[src/rtl/wel_pkg.sv]
package wel_pkg;
    localparam int OP_W = 8;
    typedef logic [OP_W-1:0] op_t;

    localparam op_t OP_LATCH_SET  = 8'h06;
    localparam op_t OP_LATCH_CLR  = 8'h04;
    localparam op_t OP_PAGE_WRITE = 8'h0A;
    localparam op_t OP_PAGE_PROG  = 8'h02;
    localparam op_t OP_PAGE_ERASE = 8'hDB;
    localparam op_t OP_SECT_ERASE = 8'hD8;

    function automatic logic is_guarded(op_t op);
        return (op == OP_PAGE_WRITE) || (op == OP_PAGE_PROG) ||
               (op == OP_PAGE_ERASE) || (op == OP_SECT_ERASE);
    endfunction
endpackage

[src/rtl/wel_in_sync.sv]
module wel_in_sync #(
    parameter int STAGES = 2
) (
    input  logic clk,
    input  logic rst_n,
    input  logic cs_n_i,
    input  logic sck_i,
    input  logic mosi_i,
    output logic cs_n_o,
    output logic mosi_o,
    output logic sck_rise_o,
    output logic cs_rise_o
);
    typedef struct packed {
        logic [STAGES-1:0] cs_sh;
        logic [STAGES-1:0] sck_sh;
        logic [STAGES-1:0] mosi_sh;
        logic              cs_last;
        logic              sck_last;
    } sync_t;

    sync_t s_d, s_q;

    always_comb begin
        s_d          = s_q;
        s_d.cs_sh    = {s_q.cs_sh[STAGES-2:0], cs_n_i};
        s_d.sck_sh   = {s_q.sck_sh[STAGES-2:0], sck_i};
        s_d.mosi_sh  = {s_q.mosi_sh[STAGES-2:0], mosi_i};
        s_d.cs_last  = s_q.cs_sh[STAGES-1];
        s_d.sck_last = s_q.sck_sh[STAGES-1];
    end

    always_ff @(posedge clk or negedge rst_n) begin
        if (!rst_n) begin
            s_q.cs_sh    <= '1;
            s_q.sck_sh   <= '0;
            s_q.mosi_sh  <= '0;
            s_q.cs_last  <= 1'b1;
            s_q.sck_last <= 1'b0;
        end else begin
            s_q <= s_d;
        end
    end

    assign cs_n_o     = s_q.cs_sh[STAGES-1];
    assign mosi_o     = s_q.mosi_sh[STAGES-1];
    assign sck_rise_o = s_q.sck_sh[STAGES-1] & ~s_q.sck_last;
    assign cs_rise_o  = s_q.cs_sh[STAGES-1] & ~s_q.cs_last;
endmodule

[src/rtl/wel_frame.sv]
module wel_frame
    import wel_pkg::*;
(
    input  logic clk,
    input  logic rst_n,
    input  logic cs_n_s,
    input  logic mosi_s,
    input  logic sck_rise,
    input  logic cs_rise,
    output logic byte_done_o,
    output logic exact_end_o,
    output op_t  op_o
);
    localparam int CW = $clog2(OP_W + 2);
    localparam logic [CW-1:0] CNT_FULL  = CW'(OP_W);
    localparam logic [CW-1:0] CNT_LIMIT = CW'(OP_W + 1);
    localparam logic [CW-1:0] CNT_LAST  = CW'(OP_W - 1);

    typedef struct packed {
        op_t           shreg;
        logic [CW-1:0] cnt;
        logic          byte_done;
        logic          exact_end;
    } frame_t;

    frame_t f_d, f_q;

    always_comb begin
        f_d           = f_q;
        f_d.byte_done = 1'b0;
        f_d.exact_end = 1'b0;
        if (cs_n_s) begin
            f_d.cnt = '0;
            if (cs_rise && (f_q.cnt == CNT_FULL)) begin
                f_d.exact_end = 1'b1;
            end
        end else if (sck_rise) begin
            if (f_q.cnt < CNT_FULL) begin
                f_d.shreg = {f_q.shreg[OP_W-2:0], mosi_s};
            end
            if (f_q.cnt != CNT_LIMIT) begin
                f_d.cnt = f_q.cnt + 1'b1;
            end
            if (f_q.cnt == CNT_LAST) begin
                f_d.byte_done = 1'b1;
            end
        end
    end

    always_ff @(posedge clk or negedge rst_n) begin
        if (!rst_n) begin
            f_q <= '0;
        end else begin
            f_q <= f_d;
        end
    end

    assign byte_done_o = f_q.byte_done;
    assign exact_end_o = f_q.exact_end;
    assign op_o        = f_q.shreg;
endmodule

[src/rtl/wel_latch.sv]
module wel_latch
    import wel_pkg::*;
(
    input  logic clk,
    input  logic rst_n,
    input  logic byte_done,
    input  logic exact_end,
    input  op_t  op,
    input  logic done_i,
    output logic wel_o,
    output logic start_vld_o,
    output op_t  start_op_o
);
    typedef struct packed {
        logic wel;
        logic start_vld;
        op_t  start_op;
    } latch_t;

    latch_t l_d, l_q;
    logic   accept;

    always_comb begin
        l_d    = l_q;
        accept = byte_done && is_guarded(op) && l_q.wel;
        l_d.start_vld = accept;
        if (accept) begin
            l_d.start_op = op;
        end
        if (done_i) begin
            l_d.wel = 1'b0;
        end else if (exact_end && (op == OP_LATCH_SET)) begin
            l_d.wel = 1'b1;
        end else if (exact_end && (op == OP_LATCH_CLR)) begin
            l_d.wel = 1'b0;
        end
    end

    always_ff @(posedge clk or negedge rst_n) begin
        if (!rst_n) begin
            l_q <= '0;
        end else begin
            l_q <= l_d;
        end
    end

    assign wel_o       = l_q.wel;
    assign start_vld_o = l_q.start_vld;
    assign start_op_o  = l_q.start_op;
endmodule

[src/rtl/spi_wel_ctrl.sv]
module spi_wel_ctrl
    import wel_pkg::*;
#(
    parameter int SYNC_STAGES = 2
) (
    input  logic       clk,
    input  logic       rst_n,
    input  logic       cs_n,
    input  logic       sck,
    input  logic       mosi,
    input  logic       op_done_i,
    output logic       sdo_oe_o,
    output logic       wel_o,
    output logic       start_vld_o,
    output logic [7:0] start_op_o
);
    logic cs_n_s, mosi_s, sck_rise, cs_rise;
    logic byte_done, exact_end;
    op_t  op;

    wel_in_sync #(.STAGES(SYNC_STAGES)) u_sync (
        .clk        (clk),
        .rst_n      (rst_n),
        .cs_n_i     (cs_n),
        .sck_i      (sck),
        .mosi_i     (mosi),
        .cs_n_o     (cs_n_s),
        .mosi_o     (mosi_s),
        .sck_rise_o (sck_rise),
        .cs_rise_o  (cs_rise)
    );

    wel_frame u_frame (
        .clk         (clk),
        .rst_n       (rst_n),
        .cs_n_s      (cs_n_s),
        .mosi_s      (mosi_s),
        .sck_rise    (sck_rise),
        .cs_rise     (cs_rise),
        .byte_done_o (byte_done),
        .exact_end_o (exact_end),
        .op_o        (op)
    );

    wel_latch u_latch (
        .clk         (clk),
        .rst_n       (rst_n),
        .byte_done   (byte_done),
        .exact_end   (exact_end),
        .op          (op),
        .done_i      (op_done_i),
        .wel_o       (wel_o),
        .start_vld_o (start_vld_o),
        .start_op_o  (start_op_o)
    );

    // No read instruction is handled here, so data-out is never driven.
    assign sdo_oe_o = 1'b0;
endmodule

[config.mk]
export PLATFORM = sky130hd
export DESIGN_NAME = spi_wel_ctrl
export DESIGN_NICKNAME = d
export VERILOG_FILES = /design/src/rtl/wel_pkg.sv /design/src/rtl/wel_in_sync.sv /design/src/rtl/wel_frame.sv /design/src/rtl/wel_latch.sv /design/src/rtl/spi_wel_ctrl.sv
export SDC_FILE = /design/constraint.sdc
export NUM_CORES = 1
export LEC_CHECK = 0
export BUFFER_PORTS_ARGS = -buffer_cell sky130_fd_sc_hd__buf_2
export CAP_MARGIN = 0
export CORE_UTILIZATION = 40
export CTS_BUF_LIST = sky130_fd_sc_hd__clkbuf_16
export DETAILED_ROUTE_END_ITERATION = 7
export GPL_ROUTABILITY_DRIVEN = 0
export GPL_TIMING_DRIVEN = 0
export HOLD_SLACK_MARGIN = 0.02
export PLACE_DENSITY_LB_ADDON = 0.15
export REMOVE_ABC_BUFFERS = 1
export SETUP_SLACK_MARGIN = 0.4
export SLEW_MARGIN = 20
export SYNTH_ARGS = -nofsm -noshare
export SYNTH_HDL_FRONTEND = slang
export SYNTH_SLANG_ARGS = --single-unit
[constraint.sdc]
create_clock -name clk -period 2.91 [get_ports clk]
set_input_delay 0.291 -clock clk [delete_from_list [all_inputs] [get_ports clk]]
set_output_delay 0.291 -clock clk [all_outputs]
set_load 0.005 [all_outputs]
==> impl_metrics.py <==
metrics = {
    "power": {
        "net_sw_power_uw": 289,
        "power_switching_share": 0.248,
        "max_rail_drop_vdd_mv": 0.388,
        "static-leakage-power_uw": 0.000736,
        "power.density_cell_area_mw_per_mm2": 750,
        "share_comb_of_total_power": 0.111,
        "p_seq_frac": 0.486,
        "share_clk_of_total_power": 0.404,
        "p_int_uw": 877,
    },
    "cts": {
        "tritoncts": "done",
        "postCtsSetupRepairBufs": 0,
        "cts_buffer_depth": 2,
        "ctsHtreeMaxLevel": 2,
        "clk-insertion-delay-late_ns": 0.27,
        "clk_root_buffer_cell": "clkbuf_16",
        "number_of_clock_sinks_seen_by_cts": 32,
        "cts.reportedPaths.clkPinSlew_ns": 0.05,
        "cts_made_buffers": 5,
        "post_cts_resize_count": 0,
        "cts.hold.buffers_added": 0,
    },
    "finish": {
        "layout.cell_area.non_filler_mm2": 0.00155,
        "final_layout_size_suffix_gt1_frac": 0.331,
        "filler_cell_count": 274,
        "finish.net_count": 129,
        "seqCellArea_um2": 805,
        "multi_input_comb_area_um2": 468,
        "finalCoreUtilization": 0.505,
        "ant_diodes": 0,
        "flow.area_growth_from_synthesis_pct": 19.1,
    },
    "sta": {
        "report.final.hold_viol_count": 0,
        "grt_setup_unrepaired": "false",
        "maxClockFrequency_mhz": 592,
        "timing.setup.tns_ns": 0,
        "timing.final.crit_period_ns": 1.69,
        "max_slew_margin": 0.551,
        "maxSlewViolCount": 0,
        "timing.final.crit_share": 0.581,
        "final.setup_skew_ns": 0.00335,
        "tightest_pin_transition_ns": 0.669,
        "setup_viol_count_final": 0,
    },
    "grt": {
        "grt_first_pass_wirelength_um": 3460,
        "grt.overflow.total": 0,
        "antenna_found_initial": 0,
        "grt_pass1_vias": 757,
        "maximum_number_of_pins_on_one_net_before_global_route_repair": 33,
        "grt_util_all_layers": 0.145,
    },
    "worst_setup_path": {
        "worstPathArrival_ns": 1.84,
        "cp-end-kind": "register",
        "crit_start_category": "register",
        "timing.critical_path.fanout_max": 4,
        "worst_ep_required_time_ns": 3.07,
        "ff2ff_setup_slack_ns": 1.22,
        "timing.reg2reg.worst_path_depth": 4,
        "crit-reg2reg-launch": "u_frame.op_o[4]",
        "critPathKind": "register to register",
        "r2r-end": "u_latch.start_op_o[0]",
    },
    "synth": {
        "postSynthCellCount": 101,
        "yosysTopAreaCellShare": 0.556,
        "synthTopCellsByArea": "dfrtp_1, mux2_2, dfstp_2",
        "synth_cell_types": 33,
        "synth_warnings": 0,
        "synth.avg_cell_area_um2": 12.9,
        "yosysSeqAreaShare": 0.616,
        "post_synth_instance_area_mm2": 0.00131,
        "synth-seq-cells": 32,
        "synth_top_area_cell": "dfrtp_1",
    },
    "route": {
        "post-route-drc-count": 0,
        "wire_per_inst_um": 12.2,
        "detail_route.iter0.violations": 54,
        "route.vias.total": 784,
        "firstDrtPassIters": 4,
        "route.final.wire_length_um": 2010,
        "ant_nets": 0,
        "drt-vias-per-instance": 4.75,
    },
    "worst_hold_path": {
        "hold_path.class": "input port to asynchronous set/reset pin",
    },
    "placement": {
        "detailed_place_hpwl_um": 1350,
        "portBuffers": 15,
        "cell_area_reported_after_detailed_placement_mm2": 0.00142,
    },
    "floorplan": {
        "die_area_mm2": 0.00350,
        "i_o_pin_count": 17,
        "die_y_um": 59.1,
        "num_rows": 20,
        "core_region_area_mm2": 0.00308,
        "starting_density_of_the_core": 0.424,
        "chipWidth_um": 59.1,
    },
    "run_status": {
        "status": "finished clean",
    },
    "flow_run": {
        "maxCapViolCount": 0,
    },
}
## sequential cells by signal, indices dropped and copies added, names as in the netlist
register	flops
u_frame.op_o	8
u_frame.byte_done_o	1
u_latch.start_op_o	8
u_frame.f_q	4
u_frame.exact_end_o	1
u_latch.start_vld_o	1
u_sync.cs_n_o	1
u_sync.s_q	2
u_sync.s_d	4
u_latch.wel_o	1
u_sync.mosi_o	1
## placed cells by master, fill, tap and decap left out, types with 2 or more instances in the layout
cell type and n:
a21oi_1 4, and2_1 2, buf_2 15, clkbuf_16 5
dfrtp_1 29, dfstp_2 3, ha_1 3, inv_1 6
mux2_2 12, mux2i_1 2, nand2_1 4, nand2b_1 2
nand3_1 2, nand3b_1 3, nor2_1 7, o21ai_0 5
## cell type report
type | count | share of cell area
flip-flops and latches | 32 | 0.518
multi-input cells | 62 | 0.301
clock buffers | 5 | 0.0805
repair buffers | 15 | 0.0483
well taps | 44 | 0.0354
inverters | 4 | 0.00966
clock inverters | 3 | 0.00725
## worst max-delay path, cell delays in order (launching register included)
cell	delay, ns
dfrtp_1	0.40
or4_4	0.59
o21a_1	0.19
a31o_1	0.18
a22o_1	0.22
## cells in the mapped netlist
| master | number |
|---|---|
| dfstp_2 | 3 |
| mux2i_1 | 2 |
| a22o_1 | 1 |
| or4_1 | 1 |
| nor3_2 | 1 |
| nand3_1 | 2 |
| mux2_2 | 12 |
| conb_1 | 1 |
| nor2_4 | 1 |
| nor4_2 | 1 |
| inv_1 | 4 |
| or3_1 | 1 |
| buf_2 | 1 |
| and3_1 | 1 |
| xor2_1 | 1 |
| a21oi_1 | 4 |
| o21a_1 | 1 |
| or4_4 | 1 |
| o21ai_0 | 5 |
| o21ai_2 | 1 |
| nor2_1 | 7 |
| clkbuf_2 | 1 |
| xnor2_1 | 1 |
| and2_1 | 2 |
| nand2_1 | 4 |
| nor2b_1 | 1 |
| nand2b_1 | 2 |
| ha_1 | 3 |
| buf_4 | 1 |
| dfrtp_1 | 29 |
| a31o_1 | 1 |
| nand3b_1 | 3 |
| nor3_1 | 1 |
## worst max-delay path by stage
stage	start	to	slack, ns	depth (start not counted)
after floorplan	u_frame.op_o[4]	u_latch.start_op_o[0]	1.29	4
after global placement	u_frame.op_o[4]	u_latch.start_op_o[0]	1.25	4
after detailed placement	u_frame.op_o[4]	u_latch.start_op_o[0]	1.22	4
after CTS	u_frame.op_o[4]	u_latch.start_op_o[0]	1.21	4
after global routing	u_sync.s_q[0]	u_frame.op_o[4]	1.15	3
final	u_frame.op_o[4]	u_latch.start_op_o[0]	1.22	4
## logic make-up (layout without fill, tap and decap cells)
logic type               Yosys count  count (layout)  share of synthesized area
AND/OR/NAND/NOR                   29              29                      0.134
XOR/XNOR                           2               2                     0.0134
buffers and inverters              7              27                     0.0249
AO/OA/AOI/OAI                     13              13                     0.0604
multiplexers                      14              14                      0.119
other                              1               1                    0.00287
adder cells (fa/ha/maj)            3               3                     0.0288
flip-flops                        32              32                      0.616
## metal layers
layer	part of all wire	GRT usage
met4	0.028	0.0816
met2	0.47	0.214
met3	0.041	0.0721
met1	0.46	0.170
met5	0	0
## metrics by stage
step                hold WS (ns)  total power [uW]  setup WS (ns)  instances
floorplan               -0.00459               658           1.29         98
global placement           0.333               696           1.25        157
detailed placement         0.336               705           1.22        157
CTS                       0.0852              1190           1.21        165
global route               0.106              1230           1.15        165
finish                    0.0526              1170           1.22        165
## power by group through the flow
stage | clock [uW] | sequential (uW) | combinational, uW
2_1_floorplan | 0 | 553 | 105
3_3_place_gp | 0 | 569 | 127
3_5_place_dp | 0 | 574 | 131
4_1_cts | 489 | 567 | 132
5_1_grt | 507 | 576 | 142
6_report | 471 | 566 | 129
Note: power is estimated with default switching activity, not from simulation.
